File: src/rtl/svc_pkg.sv
package svc_pkg;
  typedef enum logic [1:0] {
    SRC_MAIN  = 2'd0,
    SRC_TRANS = 2'd1,
    SRC_SWAP  = 2'd2,
    SRC_FILL  = 2'd3
  } src_e;

  typedef enum logic {
    PH_LOOKUP = 1'b0,
    PH_FILL   = 1'b1
  } phase_e;
endpackage

File: src/rtl/svc_main_arr.sv
module svc_main_arr #(
  parameter int IDX_W  = 4,
  parameter int TAG_W  = 8,
  parameter int DATA_W = 16
) (
  input  logic              clk,
  input  logic              rst,
  input  logic [IDX_W-1:0]  rd_idx,
  output logic              rd_vld,
  output logic [TAG_W-1:0]  rd_tag,
  output logic [DATA_W-1:0] rd_data,
  output logic              rd_pred,
  input  logic              wr_en,
  input  logic [IDX_W-1:0]  wr_idx,
  input  logic [TAG_W-1:0]  wr_tag,
  input  logic [DATA_W-1:0] wr_data,
  input  logic              wr_pred,
  input  logic              pu_en,
  input  logic [IDX_W-1:0]  pu_idx,
  input  logic              pu_val
);
  localparam int LINES = 1 << IDX_W;

  logic [TAG_W-1:0]  tag_q  [LINES];
  logic [DATA_W-1:0] data_q [LINES];
  logic [LINES-1:0]  vld_q;
  logic [LINES-1:0]  pred_q;

  // storage arrays: no reset, single write port
  always_ff @(posedge clk) begin
    if (wr_en) begin
      tag_q[wr_idx]  <= wr_tag;
      data_q[wr_idx] <= wr_data;
    end
  end

  always_ff @(posedge clk) begin
    if (rst) begin
      vld_q  <= '0;
      pred_q <= '0;
    end else if (wr_en) begin
      vld_q[wr_idx]  <= 1'b1;
      pred_q[wr_idx] <= wr_pred;
    end else if (pu_en) begin
      pred_q[pu_idx] <= pu_val;
    end
  end

  assign rd_vld  = vld_q[rd_idx];
  assign rd_tag  = tag_q[rd_idx];
  assign rd_data = data_q[rd_idx];
  assign rd_pred = pred_q[rd_idx];
endmodule

File: src/rtl/svc_vict_buf.sv
module svc_vict_buf #(
  parameter int LA_W   = 12,
  parameter int DATA_W = 16,
  parameter int N      = 8,
  localparam int SLOT_W = (N > 1) ? $clog2(N) : 1
) (
  input  logic              clk,
  input  logic              rst,
  input  logic [LA_W-1:0]   lk_addr,
  output logic              lk_hit,
  output logic [SLOT_W-1:0] lk_slot,
  output logic [DATA_W-1:0] lk_data,
  output logic              lk_pred,
  output logic [SLOT_W-1:0] repl_slot,
  input  logic              wr_en,
  input  logic [SLOT_W-1:0] wr_slot,
  input  logic              wr_vld,
  input  logic [LA_W-1:0]   wr_addr,
  input  logic [DATA_W-1:0] wr_data,
  input  logic              wr_pred,
  input  logic              pu_en,
  input  logic [SLOT_W-1:0] pu_slot,
  input  logic              pu_val,
  input  logic              tch_en,
  input  logic [SLOT_W-1:0] tch_slot
);
  logic [LA_W-1:0]   addr_q [N];
  logic [DATA_W-1:0] data_q [N];
  logic [SLOT_W-1:0] age_q  [N];
  logic [N-1:0]      vld_q;
  logic [N-1:0]      pred_q;
  logic [N-1:0]      match;
  logic              have_free;

  for (genvar g = 0; g < N; g++) begin : g_cmp
    assign match[g] = vld_q[g] && (addr_q[g] == lk_addr);
  end

  always_comb begin
    lk_hit  = 1'b0;
    lk_slot = '0;
    for (int i = 0; i < N; i++) begin
      if (!lk_hit && match[i]) begin
        lk_hit  = 1'b1;
        lk_slot = SLOT_W'(i);
      end
    end
  end

  assign lk_data = data_q[lk_slot];
  assign lk_pred = pred_q[lk_slot];

  // empty entry first, otherwise the oldest one
  always_comb begin
    have_free = 1'b0;
    repl_slot = '0;
    for (int i = 0; i < N; i++) begin
      if (!have_free && !vld_q[i]) begin
        have_free = 1'b1;
        repl_slot = SLOT_W'(i);
      end
    end
    if (!have_free) begin
      for (int i = 0; i < N; i++) begin
        if (age_q[i] == SLOT_W'(N - 1)) repl_slot = SLOT_W'(i);
      end
    end
  end

  always_ff @(posedge clk) begin
    if (wr_en) begin
      addr_q[wr_slot] <= wr_addr;
      data_q[wr_slot] <= wr_data;
    end
  end

  always_ff @(posedge clk) begin
    if (rst) begin
      vld_q  <= '0;
      pred_q <= '0;
    end else begin
      if (wr_en) begin
        vld_q[wr_slot]  <= wr_vld;
        pred_q[wr_slot] <= wr_pred;
      end
      if (pu_en) pred_q[pu_slot] <= pu_val;
    end
  end

  // ages form a permutation of 0..N-1; 0 is most recently used
  always_ff @(posedge clk) begin
    if (rst) begin
      for (int i = 0; i < N; i++) age_q[i] <= SLOT_W'(i);
    end else if (tch_en) begin
      for (int i = 0; i < N; i++) begin
        if (SLOT_W'(i) == tch_slot) age_q[i] <= '0;
        else if (age_q[i] < age_q[tch_slot]) age_q[i] <= age_q[i] + 1'b1;
      end
    end
  end
endmodule

File: src/rtl/sel_victim_cache.sv
module sel_victim_cache #(
  parameter int ADDR_W = 12,
  parameter int IDX_W  = 4,
  parameter int DATA_W = 16,
  parameter int VICT_N = 8,
  parameter int CNT_W  = 16
) (
  input  logic              clk,
  input  logic              rst,
  input  logic              req_valid,
  input  logic [ADDR_W-1:0] req_addr,
  output logic              req_ready,
  output logic              resp_valid,
  output logic [DATA_W-1:0] resp_data,
  output logic [1:0]        resp_src,
  output logic              fill_req,
  output logic [ADDR_W-1:0] fill_addr,
  input  logic              fill_valid,
  input  logic [DATA_W-1:0] fill_data,
  output logic              special_mode,
  output logic [CNT_W-1:0]  swap_cnt,
  output logic [CNT_W-1:0]  keep_cnt
);
  import svc_pkg::*;

  localparam int TAG_W  = ADDR_W - IDX_W;
  localparam int SLOT_W = (VICT_N > 1) ? $clog2(VICT_N) : 1;

  phase_e            phase_q;
  logic [ADDR_W-1:0] pend_q;
  logic              special_q;
  logic [ADDR_W-1:0] tr_addr_q;
  logic [DATA_W-1:0] tr_data_q;
  logic              resp_vld_q;
  logic [DATA_W-1:0] resp_data_q;
  src_e              resp_src_q;
  logic              fill_req_q;
  logic [CNT_W-1:0]  swap_q, keep_q;

  logic [ADDR_W-1:0] cur_addr;
  logic [IDX_W-1:0]  idx;
  logic [TAG_W-1:0]  tag;
  logic              m_vld, m_pred;
  logic [TAG_W-1:0]  m_tag;
  logic [DATA_W-1:0] m_data;
  logic              v_hit, v_pred;
  logic [SLOT_W-1:0] v_slot, v_repl;
  logic [DATA_W-1:0] v_data;

  logic              mwr_en, mwr_pred, mpu_en, mpu_val;
  logic [DATA_W-1:0] mwr_data;
  logic              vwr_en, vwr_vld, vwr_pred, vpu_en, vpu_val, tch_en;
  logic [SLOT_W-1:0] vwr_slot, vpu_slot, tch_slot;
  logic [ADDR_W-1:0] vwr_addr;
  logic [DATA_W-1:0] vwr_data;

  logic acc, fill_done, m_hit, t_hit, tr_same_idx, keep_line;

  assign acc         = req_valid && (phase_q == PH_LOOKUP);
  assign fill_done   = fill_valid && (phase_q == PH_FILL);
  assign cur_addr    = (phase_q == PH_FILL) ? pend_q : req_addr;
  assign idx         = cur_addr[IDX_W-1:0];
  assign tag         = cur_addr[ADDR_W-1:IDX_W];
  assign m_hit       = m_vld && (m_tag == tag);
  assign t_hit       = special_q && (tr_addr_q == req_addr);
  assign tr_same_idx = special_q && (tr_addr_q[IDX_W-1:0] == idx);
  assign keep_line   = m_vld && m_pred && !v_pred;

  svc_main_arr #(.IDX_W(IDX_W), .TAG_W(TAG_W), .DATA_W(DATA_W)) u_main (
    .clk(clk), .rst(rst),
    .rd_idx(idx), .rd_vld(m_vld), .rd_tag(m_tag), .rd_data(m_data), .rd_pred(m_pred),
    .wr_en(mwr_en), .wr_idx(idx), .wr_tag(tag), .wr_data(mwr_data), .wr_pred(mwr_pred),
    .pu_en(mpu_en), .pu_idx(idx), .pu_val(mpu_val)
  );

  svc_vict_buf #(.LA_W(ADDR_W), .DATA_W(DATA_W), .N(VICT_N)) u_vict (
    .clk(clk), .rst(rst),
    .lk_addr(req_addr), .lk_hit(v_hit), .lk_slot(v_slot), .lk_data(v_data), .lk_pred(v_pred),
    .repl_slot(v_repl),
    .wr_en(vwr_en), .wr_slot(vwr_slot), .wr_vld(vwr_vld), .wr_addr(vwr_addr),
    .wr_data(vwr_data), .wr_pred(vwr_pred),
    .pu_en(vpu_en), .pu_slot(vpu_slot), .pu_val(vpu_val),
    .tch_en(tch_en), .tch_slot(tch_slot)
  );

  // storage update decisions
  always_comb begin
    mwr_en = 1'b0; mwr_data = '0; mwr_pred = 1'b0;
    mpu_en = 1'b0; mpu_val = 1'b0;
    vwr_en = 1'b0; vwr_slot = '0; vwr_vld = 1'b0; vwr_addr = '0; vwr_data = '0; vwr_pred = 1'b0;
    vpu_en = 1'b0; vpu_slot = '0; vpu_val = 1'b0;
    tch_en = 1'b0; tch_slot = '0;
    if (acc) begin
      if (t_hit) begin
        vpu_en = v_hit; vpu_slot = v_slot; vpu_val = 1'b1;
        tch_en = v_hit; tch_slot = v_slot;
      end else if (m_hit) begin
        mpu_en = 1'b1; mpu_val = 1'b1;
      end else if (v_hit) begin
        tch_en = 1'b1; tch_slot = v_slot;
        if (keep_line) begin
          mpu_en = 1'b1; mpu_val = 1'b0;
          vpu_en = 1'b1; vpu_slot = v_slot; vpu_val = 1'b1;
        end else begin
          mwr_en = 1'b1; mwr_data = v_data; mwr_pred = 1'b1;
          vwr_en = 1'b1; vwr_slot = v_slot; vwr_vld = m_vld;
          vwr_addr = {m_tag, idx}; vwr_data = m_data; vwr_pred = 1'b0;
        end
      end
    end else if (fill_done) begin
      mwr_en = 1'b1; mwr_data = fill_data; mwr_pred = 1'b0;
      if (m_vld) begin
        vwr_en = 1'b1; vwr_slot = v_repl; vwr_vld = 1'b1;
        vwr_addr = {m_tag, idx}; vwr_data = m_data; vwr_pred = 1'b0;
        tch_en = 1'b1; tch_slot = v_repl;
      end
    end
  end

  // sequencer, transitory line, response and counters
  always_ff @(posedge clk) begin
    if (rst) begin
      phase_q     <= PH_LOOKUP;
      pend_q      <= '0;
      special_q   <= 1'b0;
      tr_addr_q   <= '0;
      tr_data_q   <= '0;
      resp_vld_q  <= 1'b0;
      resp_data_q <= '0;
      resp_src_q  <= SRC_MAIN;
      fill_req_q  <= 1'b0;
      swap_q      <= '0;
      keep_q      <= '0;
    end else begin
      resp_vld_q <= 1'b0;
      if (acc) begin
        if (t_hit) begin
          resp_vld_q <= 1'b1; resp_data_q <= tr_data_q; resp_src_q <= SRC_TRANS;
        end else if (m_hit) begin
          resp_vld_q <= 1'b1; resp_data_q <= m_data; resp_src_q <= SRC_MAIN;
          if (tr_same_idx) special_q <= 1'b0;
        end else if (v_hit) begin
          resp_vld_q  <= 1'b1;
          resp_data_q <= v_data;
          if (keep_line) begin
            resp_src_q <= SRC_TRANS;
            special_q  <= 1'b1;
            tr_addr_q  <= req_addr;
            tr_data_q  <= v_data;
            keep_q     <= keep_q + 1'b1;
          end else begin
            resp_src_q <= SRC_SWAP;
            swap_q     <= swap_q + 1'b1;
            if (tr_same_idx) special_q <= 1'b0;
          end
        end else begin
          phase_q    <= PH_FILL;
          pend_q     <= req_addr;
          fill_req_q <= 1'b1;
        end
      end else if (fill_done) begin
        phase_q     <= PH_LOOKUP;
        fill_req_q  <= 1'b0;
        resp_vld_q  <= 1'b1;
        resp_data_q <= fill_data;
        resp_src_q  <= SRC_FILL;
        if (tr_same_idx) special_q <= 1'b0;
      end
    end
  end

  assign req_ready    = (phase_q == PH_LOOKUP);
  assign resp_valid   = resp_vld_q;
  assign resp_data    = resp_data_q;
  assign resp_src     = resp_src_q;
  assign fill_req     = fill_req_q;
  assign fill_addr    = pend_q;
  assign special_mode = special_q;
  assign swap_cnt     = swap_q;
  assign keep_cnt     = keep_q;
endmodule

File: config.mk
export PLATFORM = sky130hd
export DESIGN_NAME = sel_victim_cache
export DESIGN_NICKNAME = d
export VERILOG_FILES = /design/src/rtl/svc_pkg.sv /design/src/rtl/svc_main_arr.sv /design/src/rtl/svc_vict_buf.sv /design/src/rtl/sel_victim_cache.sv
export SDC_FILE = /design/constraint.sdc
export NUM_CORES = 1
export LEC_CHECK = 0
export ABC_AREA = 1
export BUFFER_PORTS_ARGS = -buffer_cell sky130_fd_sc_hd__buf_2
export CAP_MARGIN = 20
export CORE_MARGIN = 2
export CORE_UTILIZATION = 40
export DETAILED_ROUTE_END_ITERATION = 10
export GPL_TIMING_DRIVEN = 0
export PLACE_DENSITY_LB_ADDON = 0.1
export SLEW_MARGIN = 20
export SYNTH_ARGS = -nofsm -noshare
export SYNTH_HDL_FRONTEND = slang
export SYNTH_SLANG_ARGS = --single-unit
File: constraint.sdc
create_clock -name clk -period 10.3 [get_ports clk]
set_clock_uncertainty 0.1 [all_clocks]
set_input_delay 0.515 -clock clk [delete_from_list [all_inputs] [get_ports clk]]
set_output_delay 0.515 -clock clk [all_outputs]
set_load 0.005 [all_outputs]
==> impl_metrics.json, run 1 <==
{
  "total_power_mw": 7.33,
  "port_buffers": 88,
  "slew_headroom_pct": 23.5,
  "setup_viol": 0,
  "start_util_pct": 40.3,
  "coreArea_sq_um": 88400,
  "ys_types": 59,
  "die-height_microns": 302,
  "finalHoldViolations": 0,
  "cts_buffers": 88,
  "rows": 109,
  "track_usage_pct": 25.4,
  "syn_inst": 3692,
  "setup_tns_ps": 0,
  "synth_warnings": 0,
  "io_pins": 98,
  "pre_cts_ws_ps": 4170,
  "ant_nets": 0,
  "cts-root-buf": "clkbuf_16",
  "min-delay-start": "fill_data[0]",
  "diodes": 0,
  "clock_sinks": 773,
  "viasPerCell": 5.34,
  "cts_setup_buffers": 0,
  "worst_setup_path_start_kind": "flip-flop",
  "via_count": 27400,
  "final_core_util_pct": 46.4,
  "powerDensity_nw_per_um2": 179,
  "period_share_pct": 59.5,
  "post-route-min-period_ps": 6130,
  "syn_area_per_cell_sq_um": 9.65,
  "synth_xor_area_share_pct": 0.959,
  "die_area_sq_um": 91400,
  "synth_top_area_share_pct": 53.3,
  "place_congestion": 0.922,
  "r2r-start": "fill_req",
  "synthTopCellsByCount": "nand2_1, edfxtp_1, inv_1, nor2_1, o21ai_0",
  "async_reset_ff_share_pct": 0,
  "drt_iter0_drc": 2615,
  "worst_slew_pin_slew_ps": 1150,
  "die_w_microns": 302,
  "grt_pass1_vias": 26100,
  "cp.required_ps": 10470,
  "synth_top_area_cell": "edfxtp_1",
  "synth_area_leaders": "edfxtp_1, nand2_1, dfxtp_1",
  "cp-end-kind": "flip-flop",
  "antenna_found_initial": 1,
  "hold_buffers": 0,
  "synth_fa_ha_area_share_pct": 0.913,
  "synth_mux_area_share_pct": 0,
  "outcome": "finished clean",
  "syn_area_sq_um": 35600,
  "ys_seq_area_share_pct": 61.2,
  "grt_pass1_wl_mm": 171,
  "drc": 0,
  "ys.flop_type": "edfxtp_1",
  "crit_type": "reg2reg",
  "max-vdd-ir-drop_mv": 0.127,
  "cp.arrival_ps": 6290,
  "startpoint": "fill_req",
  "synth-simple-area-share_pct": 20.2,
  "overflow": 0,
  "clk_pin_slew_worst_paths_ps": 60,
  "min_path_type": "in2reg",
  "rsz0062_at_grt": "no",
  "grt_max_degree": 30,
  "synth_seq_cells": 773,
  "first_pass_iters": 6,
  "synth_nets": 3750,
  "insertion_delay_ps": 670,
  "drive_above_1_share_pct": 11.8,
  "tritoncts": "yes",
  "nNetsFinal": 3960,
  "power.leakage_nw": 16.6,
  "holdWs_ps": 185,
  "drt_wl_total_mm": 117,
  "dp_hpwl_mm": 81.1,
  "setup_ws_ps": 4170,
  "synth.most_common_cell": "nand2_1",
  "finalMaxSlewViolations": 0,
  "fmax_mhz": 163,
  "synth_top_family_by_area": "simple AND/OR/NAND/NOR gates",
  "cts.repair.resized": 0,
  "route.detailed.wl_per_inst_microns": 22.8,
  "cts_max_level": 3,
  "synth_compound_area_share_pct": 10.2,
  "cts_buffer_depth": 3,
  "synth-edff-count": 632,
  "cap_viol_max_count": 0,
  "fillers": 8469,
  "path_max_fanout": 10,
  "area_growth_pct": 15.2
}
cell usage in the layout (no fill, tap or decap), types with 52 or more instances in the layout:
master | Yosys | layout
inv_2 | 32 | 52
nor2_1 | 326 | 322
nand3_1 | 162 | 162
a21oi_1 | 92 | 92
nand4_1 | 61 | 61
inv_1 | 405 | 385
buf_2 | 47 | 135
clkbuf_16 | 0 | 89
edfxtp_1 | 632 | 632
a22oi_1 | 143 | 143
o21ai_0 | 195 | 186
clkbuf_1 | 84 | 99
nand2_1 | 955 | 955
dfxtp_1 | 141 | 141
metrics by stage:
stage               instance area (sq um)  std cells
global placement                    37500       4945
CTS                                 41000       5142
finish                              41000       5143
floorplan                           35600       3692
detailed placement                  38200       4976
global route                        41000       5143
critical path: stages, from the launching register on:
cell and delay [ps]:
dfxtp_1 590, inv_2 250, nand2_4 160, nand2_2 140, buf_2 250, nor2_1 830
nand2_1 130, nand4_1 150, nand2_1 70, nand2_1 160, nor2_4 80, nand2_1 60
nor2_1 90, nand2_1 100, inv_2 80, nor2_1 270, nand3_1 540, nand2_1 220
inv_2 60, buf_2 250, buf_2 260, nor2_1 870
power by group:
part	switching (mW)	total, mW	internal [mW]
Clock	1.32	3.09	1.77
Sequential	0.0245	3.45	3.42
Combinational	0.592	0.795	0.203
Total	1.94	7.33	5.39
metal layers:
layer / up-vias / routed length [microns] / part of all wire, % / global-route usage, %
li1: 13000 / - / - / -
met1: 13400 / 51800 / 44 / 35.0
met2: 863 / 54700 / 47 / 41.6
met3: 178 / 7120 / 6.1 / 3.76
met4: 2 / 3440 / 2.9 / 7.73
met5: - / 13 / 0.011 / 0
kinds of logic after synthesis:
group | Yosys count
buffers and inverters | 587
AND/OR/NAND/NOR | 1689
AO/OA/AOI/OAI | 578
XOR/XNOR | 39
adder cells (fa/ha/maj) | 26
flip-flops | 773
final timing paths:
| path | end | slack, ps | depth (start not counted) |
|---|---|---|---|
| worst max-delay path | u_vict.addr_q[2][10] | 4170 | 21 |
| worst max register to register | u_vict.addr_q[2][10] | 4170 | 21 |
| worst min register to register | u_main.vld_q[14] | 360 | 2 |
| worst min-delay path | resp_data[0] | 180 | 3 |
final cells by class:
class	instances	area (sq um)	area share, %
multi-input cells	2332	11600	28.2
clock inverters	48	390	0.951
well taps	1165	1460	3.55
clock buffers	118	2470	6.01
plain buffers	149	681	1.66
repair buffers	120	1030	2.52
inverters	438	1640	4.01
flip-flops and latches	773	21800	53.1
sequential cells by signal (all words and copies together), names as in the netlist:
name,flops
u_main.data_q,256
u_main.tag_q,128
u_vict.data_q,128
u_vict.addr_q,96
u_vict.age_q,24
keep_cnt,16
resp_data,16
swap_cnt,16
tr_data_q,16
u_main.pred_q,16
u_main.vld_q,16
fill_addr,12
tr_addr_q,12
u_vict.pred_q,8
u_vict.vld_q,8
resp_src,2
fill_req,1
resp_valid,1
special_mode,1
(Power assumes the default switching activity.)
==> run 2: changes to the inputs <==
==> constraint.sdc (replaced) <==
create_clock -name clk -period 5.45 [get_ports clk]
set_clock_uncertainty 0.1 [all_clocks]
set_input_delay 0.2725 -clock clk [delete_from_list [all_inputs] [get_ports clk]]
set_output_delay 0.2725 -clock clk [all_outputs]
set_load 0.005 [all_outputs]
==> run 2 against run 1 <==
Compared with the run above: die area did not move; flip-flop and latch count did not move; global-route usage barely moved; via count rose by 0.25%; cell count rose by 0.27%; final area rose by 0.57%; clock power rose by 89%; sequential share of layout area fell by 0.30 points; sequential power rose by 89%; critical endpoint is now u_vict.age_q[7][0].
==> impl_metrics.json, run 2 (synthesis gave the netlist of run 1 again) <==
{
  "layout_commonest_cell": "nand2_1",
  "clk_pin_slew_worst_paths_ps": 60,
  "crit_type": "reg2reg",
  "clock_sinks": 773,
  "start_util_pct": 40.3,
  "setup_viol": 0,
  "max-vdd-ir-drop_mv": 0.241,
  "highest_layer": "met5",
  "ant_nets": 0,
  "finalHoldViolations": 0,
  "drc": 0,
  "port_buffers": 88,
  "die_area_sq_um": 91400,
  "rsz0062_at_grt": "no",
  "min_path_type": "in2reg",
  "place_congestion": 0.922,
  "diodes": 0,
  "cts_max_level": 3,
  "track_usage_pct": 25.5,
  "dr_wl_met2_mm": 54.7,
  "io_pins": 98,
  "startpoint": "fill_req",
  "period_share_pct": 92.9,
  "total_power_mw": 13.9,
  "cpPeakStageDelay_ps": 500,
  "fmax_mhz": 198,
  "cts_buffers": 88,
  "power.leakage_nw": 16.7,
  "route.detailed.wl_per_inst_microns": 22.7,
  "critPathBufInv": 5,
  "overflow": 0,
  "antenna_found_initial": 1,
  "cts_setup_buffers": 0,
  "fillers": 8456,
  "first_pass_iters": 6,
  "critPathMostFrequentCell": "nand2_1",
  "cap_viol_max_count": 0,
  "worst_slew_pin_slew_ps": 1140,
  "area_growth_pct": 15.9,
  "drt_iter0_drc": 2598,
  "top_register": "u_main.data_q",
  "grt_pass1_vias": 26200,
  "drt_wl_total_mm": 117,
  "min-delay-start": "fill_data[13]",
  "die-height_microns": 302,
  "tritoncts": "yes",
  "drive_above_1_share_pct": 12.2,
  "largest_reg_flops": 256,
  "wl_met1_mm": 51.4,
  "cp.arrival_ps": 5290,
  "viasPerCell": 5.34,
  "grt_pass1_wl_mm": 171,
  "dp_hpwl_mm": 81.1,
  "r2r-start": "fill_req",
  "nNetsFinal": 3974,
  "crit_family": "simple AND/OR/NAND/NOR gates",
  "grt_max_degree": 30,
  "setup_ws_ps": 389,
  "cts_buffer_depth": 3,
  "path_max_fanout": 10,
  "rows": 109,
  "cp-end-kind": "flip-flop",
  "cp.required_ps": 5680,
  "worst_setup_path_start_kind": "flip-flop",
  "cts-root-buf": "clkbuf_16",
  "finalMaxSlewViolations": 0,
  "insertion_delay_ps": 670,
  "powerDensity_nw_per_um2": 336,
  "outcome": "finished clean",
  "coreArea_sq_um": 88400,
  "slew_headroom_pct": 23.8,
  "die_w_microns": 302,
  "reg_top3": "u_main.data_q x256, u_main.tag_q x128, u_vict.data_q x128",
  "final_cell_mix": "nand2_1, edfxtp_1, inv_1",
  "via_count": 27500,
  "pre_cts_ws_ps": -676,
  "wl_met3_mm": 7.62,
  "crit_slowest_cell": "dfxtp_2",
  "post-route-min-period_ps": 5060
}
[run 2: cell types whose count changed in the layout (fill, tap and decap cells not counted), sizes merged]
cell | previous run | this run
buf | 184 | 177
dlygate4sd3 | 0 | 15
clkbuf | 203 | 209
[run 2: repair_timing]
| action | in CTS | in global routing |
|---|---|---|
| endpoints found under the setup margin | 664 | 126 |
| hold buffers | 15 | 0 |
| resized for setup | 16 | 19 |
| gates cloned | 0 | 0 |
| hold endpoints to repair | 17 | 0 |
[run 2: final timing paths]
| kind | end | slack (ps) | depth (start not counted) |
|---|---|---|---|
| max | u_vict.age_q[7][0] | 390 | 32 |
| min | resp_data[13] | 40 | 3 |
| max reg2reg | u_vict.age_q[7][0] | 390 | 32 |
| min reg2reg | u_main.vld_q[14] | 360 | 2 |
[run 2: report_power, final]
group | total, mW | internal [mW] | switching [mW]
logic | 1.53 | 0.397 | 1.13
registers | 6.52 | 6.47 | 0.0474
clock network | 5.83 | 3.34 | 2.49
total | 13.9 | 10.2 | 3.67
[run 2: worst reg2reg max path: cells and delay by family (launching register included)]
kind | cells | cell delay [ps]
adder cells (fa/ha/maj) | 1 | 270
buffers and inverters | 5 | 700
flip-flops | 1 | 500
AO/OA/AOI/OAI | 3 | 450
AND/OR/NAND/NOR | 23 | 2710
[run 2: final cells by class]
class | instances | area, sq um | share of cell area [%]
Sequential cell | 773 | 21800 | 52.8
Clock buffer | 118 | 2470 | 5.98
Buffer | 149 | 702 | 1.70
Multi-Input combinational cell | 2332 | 11600 | 28.2
Clock inverter | 48 | 390 | 0.946
Inverter | 438 | 1650 | 3.99
Timing Repair Buffer | 134 | 1170 | 2.84
Tap cell | 1165 | 1460 | 3.53
[run 2: stage by stage]
step                cell area, sq um  hold slack [ps]  setup TNS, ps  utilization, %  instances
global placement               37500              346        -731520            42.4       4945
CTS                            41200             15.6              0            46.6       5157
detailed placement             38200              351        -129040            43.2       4976
floorplan                      35600              335              0               -       3692
global route                   41300             74.8              0            46.7       5157
finish                         41300             43.1              0            46.7       5157
[run 2: layer usage]
layer	up-vias	track usage, %
li1	13100	-
met1	13300	35.0
met2	909	41.6
met3	193	3.82
met4	2	7.81
met5	-	0
